--- src/rtl/pgwalk_pkg.sv ---
package pgwalk_pkg;

    typedef enum logic [2:0] {
        ST_IDLE,
        ST_DIR_REQ,
        ST_DIR_WAIT,
        ST_TBL_REQ,
        ST_TBL_WAIT,
        ST_FINISH
    } walk_state_e;

    typedef enum logic [2:0] {
        RES_NONE,
        RES_DIRECT,
        RES_LARGE,
        RES_SMALL,
        RES_FAULT
    } walk_result_e;

    localparam int unsigned BIT_PRESENT  = 0;
    localparam int unsigned BIT_WRITABLE = 1;
    localparam int unsigned BIT_USER     = 2;
    localparam int unsigned BIT_LARGE    = 7;

    localparam logic [1:0] USER_CPL = 2'd3;

endpackage

--- src/rtl/pgwalk_addr.sv ---
module pgwalk_addr #(
    parameter int ADDR_W = 32,
    parameter int IDX_W  = 10,
    parameter int OFF_W  = 12
) (
    input  logic [ADDR_W-OFF_W-1:0] base_frame,
    input  logic [ADDR_W-1:0]       vaddr,
    input  logic [ADDR_W-OFF_W-1:0] pde_frame,
    input  logic [ADDR_W-OFF_W-1:0] rsp_frame,
    output logic [ADDR_W-1:0]       dir_entry_addr,
    output logic [ADDR_W-1:0]       tbl_entry_addr,
    output logic [ADDR_W-1:0]       small_paddr,
    output logic [ADDR_W-1:0]       large_paddr
);
    localparam int BIG_OFF_W = IDX_W + OFF_W;
    localparam int ENT_SHIFT = 2;

    logic [ADDR_W-1:0] dir_base;
    logic [ADDR_W-1:0] tbl_base;
    logic [ADDR_W-1:0] dir_off;
    logic [ADDR_W-1:0] tbl_off;

    assign dir_base = {base_frame, {OFF_W{1'b0}}};
    assign tbl_base = {pde_frame, {OFF_W{1'b0}}};
    assign dir_off  = ADDR_W'(vaddr[ADDR_W-1:BIG_OFF_W]) << ENT_SHIFT;
    assign tbl_off  = ADDR_W'(vaddr[BIG_OFF_W-1:OFF_W]) << ENT_SHIFT;

    assign dir_entry_addr = dir_base + dir_off;
    assign tbl_entry_addr = tbl_base + tbl_off;
    assign small_paddr    = {rsp_frame, vaddr[OFF_W-1:0]};
    assign large_paddr    = {rsp_frame[ADDR_W-OFF_W-1:IDX_W], vaddr[BIG_OFF_W-1:0]};

endmodule

--- src/rtl/pgwalk_perm.sv ---
module pgwalk_perm (
    input  logic pde_w,
    input  logic pde_u,
    input  logic pte_w,
    input  logic pte_u,
    input  logic use_pte,
    input  logic is_write,
    input  logic is_user,
    input  logic wp,
    output logic allow
);
    logic eff_w;
    logic eff_u;
    logic user_deny;
    logic write_deny;

    always_comb begin
        eff_w      = pde_w & (pte_w | ~use_pte);
        eff_u      = pde_u & (pte_u | ~use_pte);
        user_deny  = is_user & ~eff_u;
        write_deny = is_write & ~eff_w & (is_user | wp);
        allow      = ~user_deny & ~write_deny;
    end

endmodule

--- src/rtl/pgwalk_ctrl.sv ---
module pgwalk_ctrl
    import pgwalk_pkg::*;
(
    input  logic         clk,
    input  logic         rst_n,
    input  logic         req_valid,
    input  logic         paging_en,
    input  logic         mem_req_ready,
    input  logic         mem_rsp_valid,
    input  logic         rsp_present,
    input  logic         dir_large,
    input  logic         dir_allow,
    input  logic         tbl_allow,
    output walk_state_e  state,
    output logic         req_ready,
    output logic         mem_req_valid,
    output logic         use_tbl_addr,
    output logic         done,
    output logic         load_req,
    output logic         load_pde,
    output walk_result_e result
);
    walk_state_e nxt;

    always_ff @(posedge clk or negedge rst_n) begin
        if (!rst_n) begin
            state <= ST_IDLE;
        end else begin
            state <= nxt;
        end
    end

    always_comb begin
        nxt           = state;
        req_ready     = 1'b0;
        mem_req_valid = 1'b0;
        use_tbl_addr  = 1'b0;
        done          = 1'b0;
        load_req      = 1'b0;
        load_pde      = 1'b0;
        result        = RES_NONE;
        unique case (state)
            ST_IDLE: begin
                req_ready = 1'b1;
                if (req_valid) begin
                    load_req = 1'b1;
                    if (!paging_en) begin
                        result = RES_DIRECT;
                        nxt    = ST_FINISH;
                    end else begin
                        nxt    = ST_DIR_REQ;
                    end
                end
            end
            ST_DIR_REQ: begin
                mem_req_valid = 1'b1;
                if (mem_req_ready) begin
                    nxt = ST_DIR_WAIT;
                end
            end
            ST_DIR_WAIT: begin
                if (mem_rsp_valid) begin
                    if (!rsp_present) begin
                        result = RES_FAULT;
                        nxt    = ST_FINISH;
                    end else if (dir_large) begin
                        result = dir_allow ? RES_LARGE : RES_FAULT;
                        nxt    = ST_FINISH;
                    end else begin
                        load_pde = 1'b1;
                        nxt      = ST_TBL_REQ;
                    end
                end
            end
            ST_TBL_REQ: begin
                mem_req_valid = 1'b1;
                use_tbl_addr  = 1'b1;
                if (mem_req_ready) begin
                    nxt = ST_TBL_WAIT;
                end
            end
            ST_TBL_WAIT: begin
                use_tbl_addr = 1'b1;
                if (mem_rsp_valid) begin
                    result = (rsp_present && tbl_allow) ? RES_SMALL : RES_FAULT;
                    nxt    = ST_FINISH;
                end
            end
            ST_FINISH: begin
                done = 1'b1;
                nxt  = ST_IDLE;
            end
            default: begin
                nxt = ST_IDLE;
            end
        endcase
    end

endmodule

--- src/rtl/pgwalk_top.sv ---
module pgwalk_top
    import pgwalk_pkg::*;
#(
    parameter int ADDR_W        = 32,
    parameter int IDX_W         = 10,
    parameter int OFF_W         = 12,
    parameter bit LARGE_SUPPORT = 1'b1
) (
    input  logic              clk,
    input  logic              rst_n,
    input  logic [ADDR_W-1:0] cfg_base,
    input  logic              cfg_paging_en,
    input  logic              cfg_large_en,
    input  logic              cfg_wp,
    input  logic              req_valid,
    output logic              req_ready,
    input  logic [ADDR_W-1:0] req_vaddr,
    input  logic              req_write,
    input  logic [1:0]        req_cpl,
    output logic              mem_req_valid,
    input  logic              mem_req_ready,
    output logic [ADDR_W-1:0] mem_req_addr,
    input  logic              mem_rsp_valid,
    input  logic [ADDR_W-1:0] mem_rsp_data,
    output logic              done,
    output logic              fault,
    output logic [ADDR_W-1:0] paddr,
    output logic [ADDR_W-1:0] fault_vaddr
);
    localparam int FRAME_W = ADDR_W - OFF_W;

    walk_state_e  state;
    walk_result_e result;
    logic         use_tbl_addr;
    logic         load_req;
    logic         load_pde;
    logic         dir_large;
    logic         dir_allow;
    logic         tbl_allow;

    logic [ADDR_W-1:0]  vaddr_q;
    logic [FRAME_W-1:0] base_q;
    logic               write_q;
    logic               user_q;
    logic               wp_q;
    logic               large_en_q;
    logic [FRAME_W-1:0] pde_frame_q;
    logic               pde_w_q;
    logic               pde_u_q;
    logic [ADDR_W-1:0]  paddr_q;
    logic               fault_q;
    logic [ADDR_W-1:0]  fault_vaddr_q;

    logic [ADDR_W-1:0] dir_entry_addr;
    logic [ADDR_W-1:0] tbl_entry_addr;
    logic [ADDR_W-1:0] small_paddr;
    logic [ADDR_W-1:0] large_paddr;

    logic unused_bits;
    assign unused_bits = ^{cfg_base[OFF_W-1:0],
                           mem_rsp_data[OFF_W-1:BIT_LARGE+1],
                           mem_rsp_data[BIT_LARGE-1:BIT_USER+1],
                           state};

    pgwalk_ctrl u_ctrl (
        .clk           (clk),
        .rst_n         (rst_n),
        .req_valid     (req_valid),
        .paging_en     (cfg_paging_en),
        .mem_req_ready (mem_req_ready),
        .mem_rsp_valid (mem_rsp_valid),
        .rsp_present   (mem_rsp_data[BIT_PRESENT]),
        .dir_large     (dir_large),
        .dir_allow     (dir_allow),
        .tbl_allow     (tbl_allow),
        .state         (state),
        .req_ready     (req_ready),
        .mem_req_valid (mem_req_valid),
        .use_tbl_addr  (use_tbl_addr),
        .done          (done),
        .load_req      (load_req),
        .load_pde      (load_pde),
        .result        (result)
    );

    pgwalk_addr #(
        .ADDR_W (ADDR_W),
        .IDX_W  (IDX_W),
        .OFF_W  (OFF_W)
    ) u_addr (
        .base_frame     (base_q),
        .vaddr          (vaddr_q),
        .pde_frame      (pde_frame_q),
        .rsp_frame      (mem_rsp_data[ADDR_W-1:OFF_W]),
        .dir_entry_addr (dir_entry_addr),
        .tbl_entry_addr (tbl_entry_addr),
        .small_paddr    (small_paddr),
        .large_paddr    (large_paddr)
    );

    pgwalk_perm u_perm_large (
        .pde_w    (mem_rsp_data[BIT_WRITABLE]),
        .pde_u    (mem_rsp_data[BIT_USER]),
        .pte_w    (1'b1),
        .pte_u    (1'b1),
        .use_pte  (1'b0),
        .is_write (write_q),
        .is_user  (user_q),
        .wp       (wp_q),
        .allow    (dir_allow)
    );

    pgwalk_perm u_perm_small (
        .pde_w    (pde_w_q),
        .pde_u    (pde_u_q),
        .pte_w    (mem_rsp_data[BIT_WRITABLE]),
        .pte_u    (mem_rsp_data[BIT_USER]),
        .use_pte  (1'b1),
        .is_write (write_q),
        .is_user  (user_q),
        .wp       (wp_q),
        .allow    (tbl_allow)
    );

    generate
        if (LARGE_SUPPORT) begin : g_large
            assign dir_large = mem_rsp_data[BIT_LARGE] & large_en_q;
        end else begin : g_no_large
            logic unused_large;
            assign unused_large = mem_rsp_data[BIT_LARGE] ^ large_en_q;
            assign dir_large    = 1'b0;
        end
    endgenerate

    always_ff @(posedge clk or negedge rst_n) begin
        if (!rst_n) begin
            vaddr_q       <= '0;
            base_q        <= '0;
            write_q       <= 1'b0;
            user_q        <= 1'b0;
            wp_q          <= 1'b0;
            large_en_q    <= 1'b0;
            pde_frame_q   <= '0;
            pde_w_q       <= 1'b0;
            pde_u_q       <= 1'b0;
            paddr_q       <= '0;
            fault_q       <= 1'b0;
            fault_vaddr_q <= '0;
        end else begin
            if (load_req) begin
                vaddr_q    <= req_vaddr;
                base_q     <= cfg_base[ADDR_W-1:OFF_W];
                write_q    <= req_write;
                user_q     <= (req_cpl == USER_CPL);
                wp_q       <= cfg_wp;
                large_en_q <= cfg_large_en;
            end
            if (load_pde) begin
                pde_frame_q <= mem_rsp_data[ADDR_W-1:OFF_W];
                pde_w_q     <= mem_rsp_data[BIT_WRITABLE];
                pde_u_q     <= mem_rsp_data[BIT_USER];
            end
            unique case (result)
                RES_DIRECT: begin
                    paddr_q <= req_vaddr;
                    fault_q <= 1'b0;
                end
                RES_LARGE: begin
                    paddr_q <= large_paddr;
                    fault_q <= 1'b0;
                end
                RES_SMALL: begin
                    paddr_q <= small_paddr;
                    fault_q <= 1'b0;
                end
                RES_FAULT: begin
                    paddr_q       <= '0;
                    fault_q       <= 1'b1;
                    fault_vaddr_q <= vaddr_q;
                end
                default: begin
                end
            endcase
        end
    end

    assign mem_req_addr = use_tbl_addr ? tbl_entry_addr : dir_entry_addr;
    assign paddr        = paddr_q;
    assign fault        = fault_q & done;
    assign fault_vaddr  = fault_vaddr_q;

endmodule

--- config.mk ---
export PLATFORM = sky130hd
export DESIGN_NAME = pgwalk_top
export DESIGN_NICKNAME = d
export VERILOG_FILES = /design/src/rtl/pgwalk_pkg.sv /design/src/rtl/pgwalk_addr.sv /design/src/rtl/pgwalk_perm.sv /design/src/rtl/pgwalk_ctrl.sv /design/src/rtl/pgwalk_top.sv
export SDC_FILE = /design/constraint.sdc
export NUM_CORES = 1
export LEC_CHECK = 0
export BUFFER_PORTS_ARGS = -buffer_cell sky130_fd_sc_hd__buf_2
export CELL_PAD_IN_SITES_DETAIL_PLACEMENT = 2
export CELL_PAD_IN_SITES_GLOBAL_PLACEMENT = 2
export CORE_MARGIN = 5
export CORE_UTILIZATION = 33
export DETAILED_ROUTE_END_ITERATION = 6
export PLACE_DENSITY_LB_ADDON = 0.1
export SYNTH_ARGS = -nofsm -noshare
export SYNTH_HDL_FRONTEND = slang
export SYNTH_SLANG_ARGS = --single-unit
--- constraint.sdc ---
create_clock -name clk -period 2.1 [get_ports clk]
set_input_delay 0.315 -clock clk [delete_from_list [all_inputs] [get_ports clk]]
set_output_delay 0.315 -clock clk [all_outputs]
set_load 0.1 [all_outputs]
== Yosys cells after proc, flatten, opt, wreduce, memory -nomap -nowiden ==
Cells that the tools add are included.

* Output and inout port bits: 100
* Input bits: 107
* Register bits: 146
* Logic and storage cells: 90

* Add/sub/neg operators: 2
* Equal/unequal tests: 15
* Reductions and logical operators: 8
* Multiplexer cells: 31
* Bitwise gates (word level): 21

{| class="wikitable"
|+ Operators by type and width
! operator !! count
|-
| $pmux 32 s4 || 1
|-
| $add 32x12->32 || 2
|-
| $mux 3 || 15
|-
| $mux 32 || 1
|-
| $pmux 3 s5 || 1
|-
| $and 1x1->1 || 12
|-
| $eq 3x2->1 const B || 4
|-
| $mux 1 || 11
|-
| $ne 2x2->1 const B || 5
|-
| $eq 3x3->1 const B || 3
|-
| $pmux 3 s3 || 1
|-
| $not 1->1 || 8
|-
| $eq 3x1->1 const B || 2
|-
| $reduce_and 5->1 || 1
|-
| $reduce_bool 4->1 || 1
|-
| $reduce_or 2->1 || 2
|-
| $logic_not 3->1 || 1
|-
| $reduce_or 3->1 || 1
|-
| $eq 2x2->1 const B || 1
|-
| $pmux 1 s2 || 1
|-
| $reduce_bool 2->1 || 1
|-
| $logic_and 1x1->1 || 1
|-
| $or 1x1->1 || 1
|}

== Longest topological paths before layout ==
* Word-level depth: 13
* Gate-level depth with buffers: 7
* Gate-level depth less buffers: 4

== Modules after synthesis ==
From an unflattened synthesis, not the netlist that was laid out.

* Cell total of the unflattened synthesis: 685
* Area, all modules: 8162.8 um2

{| class="wikitable"
|+ Modules (own cells, without submodules)
! module !! cells each !! area an instance (um2) !! seq. area each (um2) !! instances
|-
| pgwalk_top || 500 || 6804.0 || 3578.4 || 1
|-
| pgwalk_addr || 129 || 964.7 || 0.0 || 1
|-
| pgwalk_ctrl || 46 || 336.6 || 75.1 || 1
|-
| pgwalk_perm || 5 || 28.8 || 0.0 || 2
|}

== Worst setup path before layout ==
Ideal clock, no wire load.

* Path kind: register to output
* Start point: register u_ctrl.state[2]
* End point: output port fault
* Cell stages (with the launch flop): 5
* Required time: 1.785 ns
* Arrival: 2.930 ns
* Setup slack: -1.145 ns
* Buffers on the path: 1
* Cells stage by stage: dfrtp_1 > clkbuf_1 > nand2b_1 > nor2_1 > and2_1

* Longest elaborated chain between the ends: 3

{| class="wikitable"
|+ RTL lines
! item !! line !! text
|-
| from (decl) || pgwalk_ctrl.sv:14 || <nowiki>output walk_state_e state,</nowiki>
|-
| from (signal assigned) || pgwalk_ctrl.sv:29 || <nowiki>state <= nxt;</nowiki>
|-
| $eq 3x3->1 || pgwalk_ctrl.sv:42 || <nowiki>unique case (state)</nowiki>
|-
| $mux 1 || pgwalk_ctrl.sv:42 ||
|-
| named net done || pgwalk_top.sv:25 || <nowiki>output logic done,</nowiki>
|-
| $and 1x1->1 || pgwalk_top.sv:189 || <nowiki>assign fault = fault_q & done;</nowiki>
|-
| to (decl) || pgwalk_top.sv:26 || <nowiki>output logic fault,</nowiki>
|}

The timed path passes the listed nets, and every way through them passes these cells.

== Worst setup path in the final report ==
* Start point: register u_ctrl.state[2]
* End point: output port mem_req_addr[7]

* Longest elaborated chain between the ends: 4
* Elaborated cells between the ends (all ways): 5
* Those cells by class: 2 x eq/ne; 2 x mux; 1 x reduce/logical

{| class="wikitable"
|+ RTL lines
! item !! line !! text
|-
| $eq 3x2->1 / $eq 3x3->1 (equally long branches) || pgwalk_ctrl.sv:42 ||
|-
| $reduce_or 2->1 (no line) (*) || n/a ||
|-
| $mux 1 (*) || pgwalk_ctrl.sv:42 ||
|-
| $mux 32 (*) || pgwalk_top.sv:187 || <nowiki>assign mem_req_addr = use_tbl_addr ? tbl_entry_addr : dir_entry_addr;</nowiki>
|-
| to (decl) || pgwalk_top.sv:22 || <nowiki>output logic [ADDR_W-1:0] mem_req_addr,</nowiki>
|}

Mark *: on every way between the ends. The rest lies on a longest branch, timed or not.

==> impl_metrics.tcl <==
set metrics [dict create \
    grt_pass1_wl_mm 37.1 \
    synth_area_leaders "dfrtp_1 55%, mux2_1 14%, mux2_2 9.5%" \
    io_buffers 184 \
    final_hold_viol_count 0 \
    grt_use_total 0.203 \
    die_w_um 152 \
    die_h_um 152 \
    cts_tree "done" \
    min_period_ns 2.32 \
    drc 0 \
    setup_viol 30 \
    postSynthAreaPerCell_um2 12.2 \
    fillCellCount 2033 \
    fin_skew_ns 0.0120 \
    totalNegativeSetupSlack_ns -6.07 \
    crit_chain "nand3b_1 -> o21ai_4 -> buf_12 -> clkbuf_16 -> mux2_4 -> buf_12" \
    gp_congestion 0.791 \
    wl_per_cell_um 24.0 \
    antenna_found_initial 3 \
    dr.pass1.iters 4 \
    synth-seq-area-share 0.548 \
    setup_slack_ns -0.224 \
    root_buffer "clkbuf_16" \
    slew_headroom 0.637 \
    areaGrowthSynthToFinish_pct 45.5 \
    synth-edff-count 0 \
    path_clk_slew_ns 0.06 \
    ys.flop_type "dfrtp_1" \
    cp_common_cell "buf_12" \
    drt_iter0_markers 171 \
    h-tree-depth 4 \
    worst_pin_slew_ns 0.545 \
    hold_slack_ns 0.120 \
    final_max_slew_viol_count 0 \
    outcome "finished, violations left" \
    drive_gt1_frac 0.490 \
    multiInputGateArea_um2 3060 \
    start_util 0.333 \
    violations "setup timing" \
    clock-sinks 146 \
    wl_mm 24.8 \
    drtAntennaViolNets 0 \
    synth_top_cells_by_count "146 x dfrtp_1, 83 x mux2_1, 65 x nand3_1" \
    nets 857 \
    synth_area_um2 6670 \
    crit_start "u_ctrl.state[2]$_DFFE_PN0P_" \
    cp.arrival_ns 2.01 \
    cts_made_buffers 17 \
    drv_cap 0 \
    core_um2 20000 \
    reg2reg_from "u_ctrl.state[2]$_DFFE_PN0P_" \
    min_path_type "input pin to register" \
    end_kind "primary output" \
    fin_crit_sh 1.11 \
    start_kind "register" \
    path_max_fanout 7 \
    dpl.hpwl_mm 16.1 \
    crit_required_ns 1.78 \
    crit_slowest_cell "dfrtp_1" \
    yosys_warnings 0 \
    seqCellArea_um2 3650 \
    gr-total-overflow 0 \
    synth.most_common_cell "dfrtp_1" \
    rows 52 \
    insertion_delay_ns 0.42 \
    slowest_delay_ns 0.42 \
    rsz0062_at_grt "true" \
    synth_cell_types 39 \
    post_drt_via_cell_ratio 5.22 \
    grt_pass1_vias 6216 \
    clock_path_buffers 2 \
    crit_type "register to primary output" \
    netlist.area_leader.share 0.548 \
    netlist_instances 545 \
    grt_max_degree 53 \
    io-pin-count 207 \
    fmax_mhz 430 \
    route.vias.total 5395 \
    yosys.area.top_type "dfrtp_1" \
    dieArea_um2 23200 \
    synth.ff_latch_count 146 \
    worstHoldStart "cfg_base[27]" \
    async_flop_share 1.00 \
]
area by class of cell:
type                       count  area share
tap                          270      0.0348
multi-input combinational    349       0.315
clock buffer                  18      0.0442
clock inverter                13      0.0166
inverter                       5     0.00193
antenna                        2    0.000516
timing repair buffer         231       0.210
sequential                   146       0.377
state kept, by name, indices dropped and copies added (netlist names):
name	flops
fault_vaddr	32
paddr	32
vaddr_q	32
base_q	20
pde_frame_q	20
u_ctrl.state	3
fault_q	1
large_en_q	1
pde_u_q	1
pde_w_q	1
user_q	1
wp_q	1
write_q	1
logic make-up (layout without fill, tap and decap cells):
kind of cell,Yosys count,count (layout),synth area share
AO/OA/AOI/OAI,83,83,0.0818
XOR/XNOR,2,2,0.00263
buffers and inverters,51,267,0.0364
flip-flops,146,146,0.548
multiplexers,139,139,0.235
other,1,4,0.000562
AND/OR/NAND/NOR,123,123,0.0964
per-layer routing:
| layer | GRT usage | part of all wire |
|---|---|---|
| met1 | 0.242 | 0.41 |
| met2 | 0.362 | 0.52 |
| met3 | 0.0565 | 0.047 |
| met4 | 0.0505 | 0.015 |
| met5 | 0 | 0.00052 |
worst max-delay path, delay by kind of cell (launching register included):
kind | cells | cell delay (ns)
compound gates | 1 | 0.10
buf+inv | 3 | 0.52
flops | 1 | 0.42
mux | 1 | 0.33
simple gates | 1 | 0.22
path summary, 6_finish.rpt:
check / end / depth (start not counted) / slack [ns]
max in group asynchronous: vaddr_q[13]$_DFFE_PN0P_ / 3 / 0.98
setup / recovery: mem_req_addr[7] / 6 / -0.22
hold / removal: base_q[15]$_DFFE_PN0P_ / 2 / 0.12
min in group asynchronous: fault_vaddr[8]$_DFFE_PN0P_ / 2 / 0.44
hold reg to reg: fault_vaddr[4]$_DFFE_PN0P_ / 1 / 0.48
setup reg to reg: fault_vaddr[7]$_DFFE_PN0P_ / 8 / 0.03
per-stage QoR:
stage	instances	instance area, um2	setup WS, ns	util
2_1_floorplan	546	6710	-0.436	-
3_5_place_dp	983	8120	0.0784	0.405
5_1_grt	1034	9710	-0.276	0.484
3_3_place_gp	983	8120	0.114	0.405
4_1_cts	1021	9220	-0.256	0.460
6_report	1034	9710	-0.224	0.484
repair_timing:
action / in CTS / in global routing
hold buffers: 1 / 0
buffers inserted: 4 / 6
gates cloned: 2 / 5
setup endpoints to repair: 33 / 97
resized for setup: 116 / 77
pin swaps: 1 / 4
endpoints found under the hold margin: 48 / 0
layout by cell type, fill, tap and decap left out, types with 23 or more instances in the layout:
cell | netlist | layout
buf_12 | 0 | 43
a31oi_1 | 32 | 32
dfrtp_1 | 146 | 145
buf_2 | 17 | 150
o21ai_0 | 35 | 35
mux2_1 | 83 | 47
nor3_1 | 34 | 33
mux2_4 | 0 | 55
mux2_2 | 56 | 37
buf_4 | 2 | 23
nand3_1 | 65 | 65
Power is not shown: default switching activity piles up to over one toggle a cycle in this logic, so the estimate is an artifact.
